==> src/rtl/ptp_tx_stamp_pkg.sv <==
package ptp_tx_stamp_pkg;

    localparam int STAMP_W = 96;
    localparam int TAG_W   = 16;
    localparam int USER_W  = TAG_W + 1;

    typedef struct packed {
        logic [STAMP_W-1:0] stamp;
        logic [TAG_W-1:0]   tag;
    } stamp_rec_t;

    // tuser bit 0 is the error mark; the tag occupies the bits above it
    function automatic logic [TAG_W-1:0] tag_from_user(input logic [USER_W-1:0] user);
        return user[USER_W-1:1];
    endfunction

endpackage

==> src/rtl/ptp_tx_sof_track.sv <==
module ptp_tx_sof_track (
    input  logic clk,
    input  logic rst,
    input  logic beat_valid,
    input  logic beat_ready,
    input  logic beat_last,
    output logic sof_fire
);
    logic frame_open;
    logic beat_take;

    assign beat_take = beat_valid & beat_ready;
    assign sof_fire  = beat_take & ~frame_open;

    always_ff @(posedge clk) begin
        if (rst) begin
            frame_open <= 1'b0;
        end else if (beat_take) begin
            frame_open <= ~beat_last;
        end
    end
endmodule

==> src/rtl/ptp_tx_stamp_fifo.sv <==
module ptp_tx_stamp_fifo
    import ptp_tx_stamp_pkg::*;
#(
    parameter int DEPTH = 4,
    localparam int PW = (DEPTH > 1) ? $clog2(DEPTH) : 1,
    localparam int CW = $clog2(DEPTH + 1)
) (
    input  logic          clk,
    input  logic          rst,
    input  logic          push,
    input  stamp_rec_t    push_rec,
    input  logic          pop,
    output stamp_rec_t    head_rec,
    output logic [CW-1:0] fill
);
    stamp_rec_t    slots [DEPTH];
    logic [PW-1:0] wr_ptr;
    logic [PW-1:0] rd_ptr;

    function automatic logic [PW-1:0] bump(input logic [PW-1:0] p);
        return (p == PW'(DEPTH - 1)) ? '0 : p + 1'b1;
    endfunction

    assign head_rec = slots[rd_ptr];

    always_ff @(posedge clk) begin
        if (push) begin
            slots[wr_ptr] <= push_rec;
        end
    end

    always_ff @(posedge clk) begin
        if (rst) begin
            wr_ptr <= '0;
            rd_ptr <= '0;
            fill   <= '0;
        end else begin
            if (push) wr_ptr <= bump(wr_ptr);
            if (pop)  rd_ptr <= bump(rd_ptr);
            case ({push, pop})
                2'b10:   fill <= fill + 1'b1;
                2'b01:   fill <= fill - 1'b1;
                default: fill <= fill;
            endcase
        end
    end
endmodule

==> src/rtl/ptp_tx_report_pacer.sv <==
module ptp_tx_report_pacer
    import ptp_tx_stamp_pkg::*;
#(
    parameter int OUT_GAP = 3,
    localparam int GW = $clog2(OUT_GAP + 2)
) (
    input  logic       clk,
    input  logic       rst,
    input  logic       have_entry,
    input  stamp_rec_t head_rec,
    output logic       pop,
    output stamp_rec_t out_rec,
    output logic       out_valid
);
    logic [GW-1:0] hold_cnt;

    assign pop = have_entry && (hold_cnt == '0);

    always_ff @(posedge clk) begin
        if (rst) begin
            hold_cnt  <= '0;
            out_rec   <= '0;
            out_valid <= 1'b0;
        end else begin
            out_valid <= pop;
            if (pop) begin
                out_rec  <= head_rec;
                hold_cnt <= GW'(OUT_GAP);
            end else if (hold_cnt != '0) begin
                hold_cnt <= hold_cnt - 1'b1;
            end
        end
    end
endmodule

==> src/rtl/ptp_tx_stamp.sv <==
module ptp_tx_stamp
    import ptp_tx_stamp_pkg::*;
#(
    parameter int DEPTH   = 4,
    parameter int OUT_GAP = 3,
    parameter bit TIME_EN = 1'b1,
    localparam int CW = $clog2(DEPTH + 1)
) (
    input  logic               clk,
    input  logic               rst,
    input  logic               fr_valid,
    input  logic               fr_ready,
    input  logic               fr_last,
    input  logic [USER_W-1:0]  fr_user,
    input  logic [STAMP_W-1:0] ptp_now,
    output logic [STAMP_W-1:0] res_stamp,
    output logic [TAG_W-1:0]   res_tag,
    output logic               res_valid,
    output logic               stamp_overflow
);
    logic          sof;
    logic          q_pop;
    logic          q_push;
    logic [CW-1:0] q_fill;
    stamp_rec_t    cap_rec;
    stamp_rec_t    head_rec;
    stamp_rec_t    out_rec;
    logic [STAMP_W-1:0] time_seen;

    generate
        if (TIME_EN) begin : g_time
            assign time_seen = ptp_now;
        end else begin : g_no_time
            assign time_seen = '0;
        end
    endgenerate

    ptp_tx_sof_track u_sof (
        .clk        (clk),
        .rst        (rst),
        .beat_valid (fr_valid),
        .beat_ready (fr_ready),
        .beat_last  (fr_last),
        .sof_fire   (sof)
    );

    always_comb begin
        cap_rec.stamp = time_seen;
        cap_rec.tag   = tag_from_user(fr_user);
    end

    // a full queue still accepts when the pacer frees a slot on the same edge
    assign q_push = sof && ((q_fill < CW'(DEPTH)) || q_pop);

    ptp_tx_stamp_fifo #(.DEPTH(DEPTH)) u_fifo (
        .clk      (clk),
        .rst      (rst),
        .push     (q_push),
        .push_rec (cap_rec),
        .pop      (q_pop),
        .head_rec (head_rec),
        .fill     (q_fill)
    );

    ptp_tx_report_pacer #(.OUT_GAP(OUT_GAP)) u_pacer (
        .clk        (clk),
        .rst        (rst),
        .have_entry (q_fill != '0),
        .head_rec   (head_rec),
        .pop        (q_pop),
        .out_rec    (out_rec),
        .out_valid  (res_valid)
    );

    always_ff @(posedge clk) begin
        if (rst) begin
            stamp_overflow <= 1'b0;
        end else if (sof && !q_push) begin
            stamp_overflow <= 1'b1;
        end
    end

    assign res_stamp = out_rec.stamp;
    assign res_tag   = out_rec.tag;
endmodule

==> config.mk <==
export PLATFORM = sky130hd
export DESIGN_NAME = ptp_tx_stamp
export DESIGN_NICKNAME = d
export VERILOG_FILES = /design/src/rtl/ptp_tx_stamp_pkg.sv /design/src/rtl/ptp_tx_sof_track.sv /design/src/rtl/ptp_tx_stamp_fifo.sv /design/src/rtl/ptp_tx_report_pacer.sv /design/src/rtl/ptp_tx_stamp.sv
export SDC_FILE = /design/constraint.sdc
export NUM_CORES = 1
export LEC_CHECK = 0
export BUFFER_PORTS_ARGS = -buffer_cell sky130_fd_sc_hd__buf_2
export CORE_MARGIN = 1.5
export CORE_UTILIZATION = 32
export CTS_CLUSTER_DIAMETER = 60
export DETAILED_ROUTE_END_ITERATION = 16
export GPL_ROUTABILITY_DRIVEN = 1
export RECOVER_POWER = 25
export SLEW_MARGIN = 20
export SYNTH_ARGS = -nofsm -noshare
export SYNTH_HDL_FRONTEND = slang
export SYNTH_HIERARCHICAL = 1
export SYNTH_SLANG_ARGS = --single-unit
==> constraint.sdc <==
create_clock -name clk -period 13.64 [get_ports clk]
set_input_delay 2.728 -clock clk [delete_from_list [all_inputs] [get_ports clk]]
set_output_delay 2.728 -clock clk [all_outputs]
set_load 0.05 [all_outputs]
==> results of run 1 <==
==> power breakdown <==
| part | leakage, µW | total [µW] | internal (µW) | switching [µW] |
|---|---|---|---|---|
| combinational | 0.00239 | 1230 | 458 | 768 |
| sequential | 0.00509 | 2160 | 2050 | 106 |
| clock | 0.00105 | 1730 | 1050 | 685 |
| total | 0.00854 | 5110 | 3550 | 1560 |
==> per-stage QoR <==
| stage | std cells | total power, µW | hold slack (ns) | util |
|---|---|---|---|---|
| global route | 2318 | 5340 | 0.489 | 0.383 |
| finish | 2321 | 5110 | 0.469 | 0.383 |
| detailed placement | 2200 | 3450 | 0.458 | 0.353 |
| floorplan | 1148 | 3210 | 0.441 | - |
| CTS | 2318 | 5210 | 0.471 | 0.385 |
| global placement | 2200 | 3430 | 0.455 | 0.353 |
==> critical path, stage by stage <==
cell,delay (ns)
buf_2,0.10
nand2_1,0.05
nor2_1,0.24
a21boi_0,0.78
and2_4,0.55
buf_4,0.68
buf_4,0.75
==> layout by cell type (no fill, tap or decap), types with 2 or more instances in the layout <==
cell / count
or3_1: 2
clkinv_2: 5
clkinv_1: 7
ha_1: 8
inv_6: 5
edfxtp_1: 448
bufinv_16: 4
clkbuf_1: 96
dfxtp_4: 2
a211oi_1: 2
mux2i_1: 114
nor4b_1: 2
a21oi_1: 7
nand2b_1: 226
diode_2: 3
clkinv_4: 2
inv_1: 11
and2_4: 4
mux4_2: 112
inv_8: 2
clkbuf_8: 7
buf_2: 150
or3b_2: 2
nor2_1: 8
buf_4: 11
clkbuf_16: 69
nor3b_1: 2
xor2_1: 2
dfxtp_1: 125
==> layout make-up <==
class | instances | area share
Tap cell | 873 | 0.0422
Sequential cell | 575 | 0.618
Inverter | 11 | 0.00159
Clock inverter | 25 | 0.00986
Timing Repair Buffer | 242 | 0.0448
Antenna cell | 3 | 0.000290
Clock buffer | 93 | 0.0729
Multi-Input combinational cell | 499 | 0.210
==> sequential cells by signal (all words and copies together), names as in the netlist, named ones only <==
signal and cells:
u_fifo/fill 3, u_sof/frame_open 1, u_pacer/out_valid 1, u_pacer/hold_cnt 3, u_fifo/rd_ptr 2, u_fifo/slots 448
stamp_overflow 1, u_pacer/out_rec 112, u_fifo/wr_ptr 2
==> worst min path at each step <==
| stage | from | endpoint | slack (ns) | cells after the start |
|---|---|---|---|---|
| 3_5_place_dp | u_pacer/out_rec[51]$_SDFFE_PP0P_ | u_pacer/out_rec[51]$_SDFFE_PP0P_ | 0.46 | 2 |
| 6_report | u_pacer/out_rec[35]$_SDFFE_PP0P_ | u_pacer/out_rec[35]$_SDFFE_PP0P_ | 0.47 | 2 |
| 3_3_place_gp | u_pacer/out_rec[40]$_SDFFE_PP0P_ | u_pacer/out_rec[40]$_SDFFE_PP0P_ | 0.45 | 2 |
| 2_1_floorplan | u_pacer/hold_cnt[0]$_SDFFE_PP0P_ | u_pacer/hold_cnt[0]$_SDFFE_PP0P_ | 0.44 | 1 |
| 4_1_cts | u_pacer/out_rec[7]$_SDFFE_PP0P_ | u_pacer/out_rec[7]$_SDFFE_PP0P_ | 0.47 | 2 |
| 5_1_grt | u_pacer/out_rec[35]$_SDFFE_PP0P_ | u_pacer/out_rec[35]$_SDFFE_PP0P_ | 0.49 | 2 |
==> layer usage <==
layer	global-route usage	wire [µm]	vias to the layer above
met5	0	124	-
li1	-	-	4890
met3	0.0432	2930	83
met2	0.209	21600	222
met1	0.163	19700	5562
met4	0.0429	864	18
==> cell families after synthesis <==
logic type                 count (synthesis)  synth area share
AOI/OAI and AO/OA                         12           0.00325
xor gates and xnor gates                   2          0.000799
adders and majority gates                  9           0.00547
buffers and inverters                     74            0.0234
DFF                                      575             0.729
muxes                                    226             0.167
and+or+nand+nor                          250            0.0710
==> metrics.md, run 1 <==
| Metric | Value |
|---|---|
| Worst flop-to-flop path startpoint | u_pacer/hold_cnt[0]$_SDFFE_PP0P_ |
| Yosys reg bits | 575 |
| Req. time, crit path | 13.84 ns |
| Chip height | 265 µm |
| Core box area | 67500 µm² |
| First-pass GRT wire length | 68.3 mm |
| Avg Inst Size Synth | 19.1 µm² |
| GRT Util Overall | 0.129 |
| Synth top area share | 0.613 |
| Post-synth top cells | 448 x edfxtp_1, 226 x nand2b_1, 127 x dfxtp_1, 114 x mux2i_1, 112 x mux4_2 |
| # IOs | 232 |
| R2R cell count | 8 |
| Worst setup startpoint | fr_valid |
| Period minus WS final | 5.82 ns |
| Slew @ Worst Pin | 1.08 ns |
| Type of origin of the critical path | input port |
| Post-Syn Area | 21900 µm² |
| Final worst-path cycle share | 0.427 |
| Area Growth Syn to Fin | 18.0% |
| Worst setup path class | in -> reg |
| Layout cells sized above 1 | 0.262 |
| # fillers | 6270 |
| DRT Wirelength | 45.2 mm |
| Status | completed |
| Worst reg2reg path endpoint | u_fifo/slots[3][69]$_DFFE_PP_ |
| NumNets Final | 1522 |
| Antenna Nets Post-Route | 0 |
| Worst R2R Setup Slack | 9.50 ns |
| Ys flop type | edfxtp_1 |
| Final Max Slew Viols | 0 |
| Final instance area | 25900 µm² |
| DR pass1 iterations | 4 |
| Most numerous cell in the Yosys netlist | edfxtp_1 |
| Slew HR | 0.279 |
| Worst-Skew Late Latency | 0.59 ns |
| Fmax | 172 MHz |
| TritonCTS Buffers | 66 |
| Synth async-reset ratio | 0 |
| Num Clock Sinks | 575 |
| Syn_nets | 1275 |
| Initial antenna violation count | 10 |
| Synth area leaders | edfxtp_1 61%, dfxtp_1 12%, mux4_2 11%, nand2b_1 6.4%, mux2i_1 5.2% |
| Leading area contributor after synthesis | edfxtp_1 |
| Yosys warning count | 6 |
| Final setup vio count | 0 |
| CTS max path bufs | 3 |
| RePlAce Congestion | 0.675 |
| Power Density | 197 nW/µm² |
| Iter 0 DRT Violations | 591 |
| Number of global-route vias before repair | 11340 |
| Initial Util | 0.325 |
| Yosys cell types | 30 |
| Placed cell areas | 23800 µm² |
| Cts-stage hold buffer count | 0 |
| Post-CTS Resized | 0 |
| Worst IR Drop VDD | 0.165 mV |
| Die width | 265 µm |
| Total grt overflow | 0 |
| Pleak | 0.00854 µW |
| CTS H-Tree Depth | 3 |
| Multi-input logic area | 5440 µm² |
| Final Worst Setup Slack | 7.82 ns |
| Post-route setup TNS | 0 ns |
| Final Hold Viols | 0 |
| Site row count | 95 |
| Max-cap violations | 0 |
| Setup WS pre-CTS | 7.19 ns |
| Synth Instances | 1148 |
| Clock Skews | 0.0254 ns |
| FF+latch area | 16000 µm² |
| Sequential fraction of the synthesis area | 0.729 |
| Clock transition at path regs | 0.05 ns |
| Input/output buffers | 230 |
| Setup Fix Bufs, Post-CTS | 0 |
| CP Capture Point | u_fifo/slots[3][69]$_DFFE_PP_ |
| Pin count of the biggest net entering global routing | 144 |
| Die ar. | 70100 µm² |
| CTS tree | built |
| Hpwl dp | 23.9 mm |
| Hold crit path type | reg -> reg |
| DRC Markers | 0 |
| Vias per cell | 4.64 |
| RSZ-0062 raised after global routing | no |
| Nature of the critical path endpoint | flop |
| Post-synth EDFFs | 448 |
| Clock root cell | clkbuf_16 |
| DR vias | 10775 |
| Crit path DAT | 6.03 ns |
| CP max FO | 52 |
| WL per Instance | 19.5 µm |
Note: power is estimated with default switching activity, not from simulation.
==> run 2: changes to the inputs <==
clock period = 5.75 ns   (was 13.64 ns; I/O delays follow)
==> metrics.md, run 2 (synthesized netlist as in run 1, its figures left out) <==
| Metric | Value |
|---|---|
| Status | completed (unchanged) |
| Iter 0 DRT Violations | 460 (was 591) |
| Initial antenna violation count | 5 (was 10) |
| Final Max Slew Viols | 0 (unchanged) |
| Slew HR | 0.348 (was 0.279) |
| Type of origin of the critical path | input port (unchanged) |
| CTS tree | built (unchanged) |
| Core box area | 67500 µm² (unchanged) |
| Worst setup path class | in -> reg (unchanged) |
| WL per Instance | 19.1 µm (was 19.5 µm) |
| Biggest regs | u_fifo/slots (448), u_pacer/out_rec (112) (unchanged) |
| Fmax | 303 MHz |
| GRT Util Overall | 0.128 (was 0.129) |
| Cts-stage hold buffer count | 0 (unchanged) |
| CTS H-Tree Depth | 3 (unchanged) |
| Setup Fix Bufs, Post-CTS | 0 (unchanged) |
| Power Density | 470 nW/µm² (was 197 nW/µm²) |
| Largest register by flop count | u_fifo/slots (unchanged) |
| NumNets Final | 1530 (was 1522) |
| Layout cells sized above 1 | 0.270 (was 0.262) |
| DRC Markers | 0 (unchanged) |
| Vias per cell | 4.58 (was 4.64) |
| Slew @ Worst Pin | 0.979 ns (was 1.08 ns) |
| Number of global-route vias before repair | 11469 (was 11340) |
| Num Clock Sinks | 575 (unchanged) |
| Chip height | 265 µm (unchanged) |
| Crit path DAT | 3.58 ns (was 6.03 ns) |
| Req. time, crit path | 6.03 ns (was 13.84 ns) |
| Pin count of the biggest net entering global routing | 119 (was 144) |
| Initial Util | 0.325 (unchanged) |
| Input/output buffers | 230 (unchanged) |
| # IOs | 232 (unchanged) |
| Die width | 265 µm (unchanged) |
| Final worst-path cycle share | 0.574 |
| Post-route setup TNS | 0 ns (unchanged) |
| Clock transition at path regs | 0.06 ns (was 0.05 ns) |
| Commonest non-fill, non-tap cell in the layout | edfxtp_1 (unchanged) |
| Most frequent cells in the layout | 448 x edfxtp_1, 226 x nand2b_1, 150 x buf_2 (unchanged) |
| DR vias | 10694 (was 10775) |
| Final instance area | 26100 µm² (was 25900 µm²) |
| Clock root cell | clkbuf_16 (unchanged) |
| RePlAce Congestion | 0.684 (was 0.675) |
| Max-cap violations | 0 (unchanged) |
| Worst IR Drop VDD | 0.226 mV (was 0.165 mV) |
| DR pass1 iterations | 4 (unchanged) |
| Site row count | 95 (unchanged) |
| Placed cell areas | 23900 µm² (was 23800 µm²) |
| DRT Wirelength | 44.7 mm (was 45.2 mm) |
| Die ar. | 70100 µm² (unchanged) |
| Period minus WS final | 3.30 ns |
| Max reg flops | 448 (unchanged) |
| Hpwl dp | 24.5 mm (was 23.9 mm) |
| RSZ-0062 raised after global routing | no (unchanged) |
| Area Growth Syn to Fin | 19.0% (was 18.0%) |
| First-pass GRT wire length | 68.0 mm (was 68.3 mm) |
| Clock Skews | 0.0306 ns (was 0.0254 ns) |
| Antenna Nets Post-Route | 0 (unchanged) |
| TritonCTS Buffers | 68 (was 66) |
| Hold crit path type | reg -> reg (unchanged) |
| CTS max path bufs | 3 (unchanged) |
| Post-CTS Resized | 0 (unchanged) |
| Total grt overflow | 0 (unchanged) |
| Pleak | 0.00864 µW (was 0.00854 µW) |
| CP max FO | 48 (was 52) |
| Final setup vio count | 0 (unchanged) |
| Worst-Skew Late Latency | 0.60 ns (was 0.59 ns) |
| Nature of the critical path endpoint | flop (unchanged) |
| Final Hold Viols | 0 (unchanged) |
==> run 2: cell count changes in the layout (fill, tap and decap cells not counted), moves of 2 or more <==
cell       before  now
buf_12          1    6
inv_6           5    2
clkinv_2        5   10
clkinv_8        0    3
clkbuf_16      69   71
clkinv_1        7    4
==> run 2: cell type report <==
class / count / area, µm²
antenna: 3 / 7.51
multi-input combinational: 499 / 5440
fill: 6216 / 41400
clock inverter: 30 / 319
sequential: 575 / 16000
inverter: 11 / 41.3
clock buffer: 95 / 1930
tap: 873 / 1090
timing repair buffer: 248 / 1270
==> run 2: metal layers <==
metal | track usage | vias up | wire length, µm
met1 | 0.157 | 5463 | 19100
met4 | 0.0485 | 6 | 997
li1 | - | 4913 | -
met2 | 0.213 | 232 | 21800
met5 | 0 | - | 35
met3 | 0.0395 | 80 | 2770
==> run 2: power breakdown <==
| group | leakage, µW | switching (µW) | internal, µW |
|---|---|---|---|
| clock | 0.00110 | 1680 | 2550 |
| sequential | 0.00509 | 265 | 4860 |
| combinational | 0.00244 | 1810 | 1100 |
| total | 0.00864 | 3760 | 8500 |
==> run 2: through the flow <==
step / total power (µW) / setup slack [ns] / utilization / hold WS [ns] / instances
final: 12300 / 2.45 / 0.387 / 0.449 / 2334
after floorplan: 7620 / 0.873 / - / 0.441 / 1148
after detailed placement: 8200 / 1.85 / 0.355 / 0.443 / 2206
after global placement: 8150 / 1.89 / 0.355 / 0.438 / 2206
after global routing: 12800 / 2.34 / 0.387 / 0.484 / 2332
after CTS: 12500 / 2.49 / 0.388 / 0.451 / 2331
==> run 2: worst paths after layout <==
| check | start | end | slack, ns | cells after the start |
|---|---|---|---|---|
| worst min-delay path | stamp_overflow$_SDFFE_PP0P_ | stamp_overflow$_SDFFE_PP0P_ | 0.45 | 2 |
| worst max-delay path | fr_valid | u_fifo/slots[3][85]$_DFFE_PP_ | 2.45 | 6 |
| worst min register to register | stamp_overflow$_SDFFE_PP0P_ | stamp_overflow$_SDFFE_PP0P_ | 0.45 | 2 |
| worst max register to register | u_pacer/hold_cnt[1]$_SDFFE_PP0P_ | u_fifo/slots[3][85]$_DFFE_PP_ | 2.59 | 7 |
==> run 2: critical path: stages <==
cell      delay [ns]
buf_2           0.10
nand2_1         0.06
nor2_1          0.26
a21boi_0        0.64
and2_4          0.79
buf_4           0.43
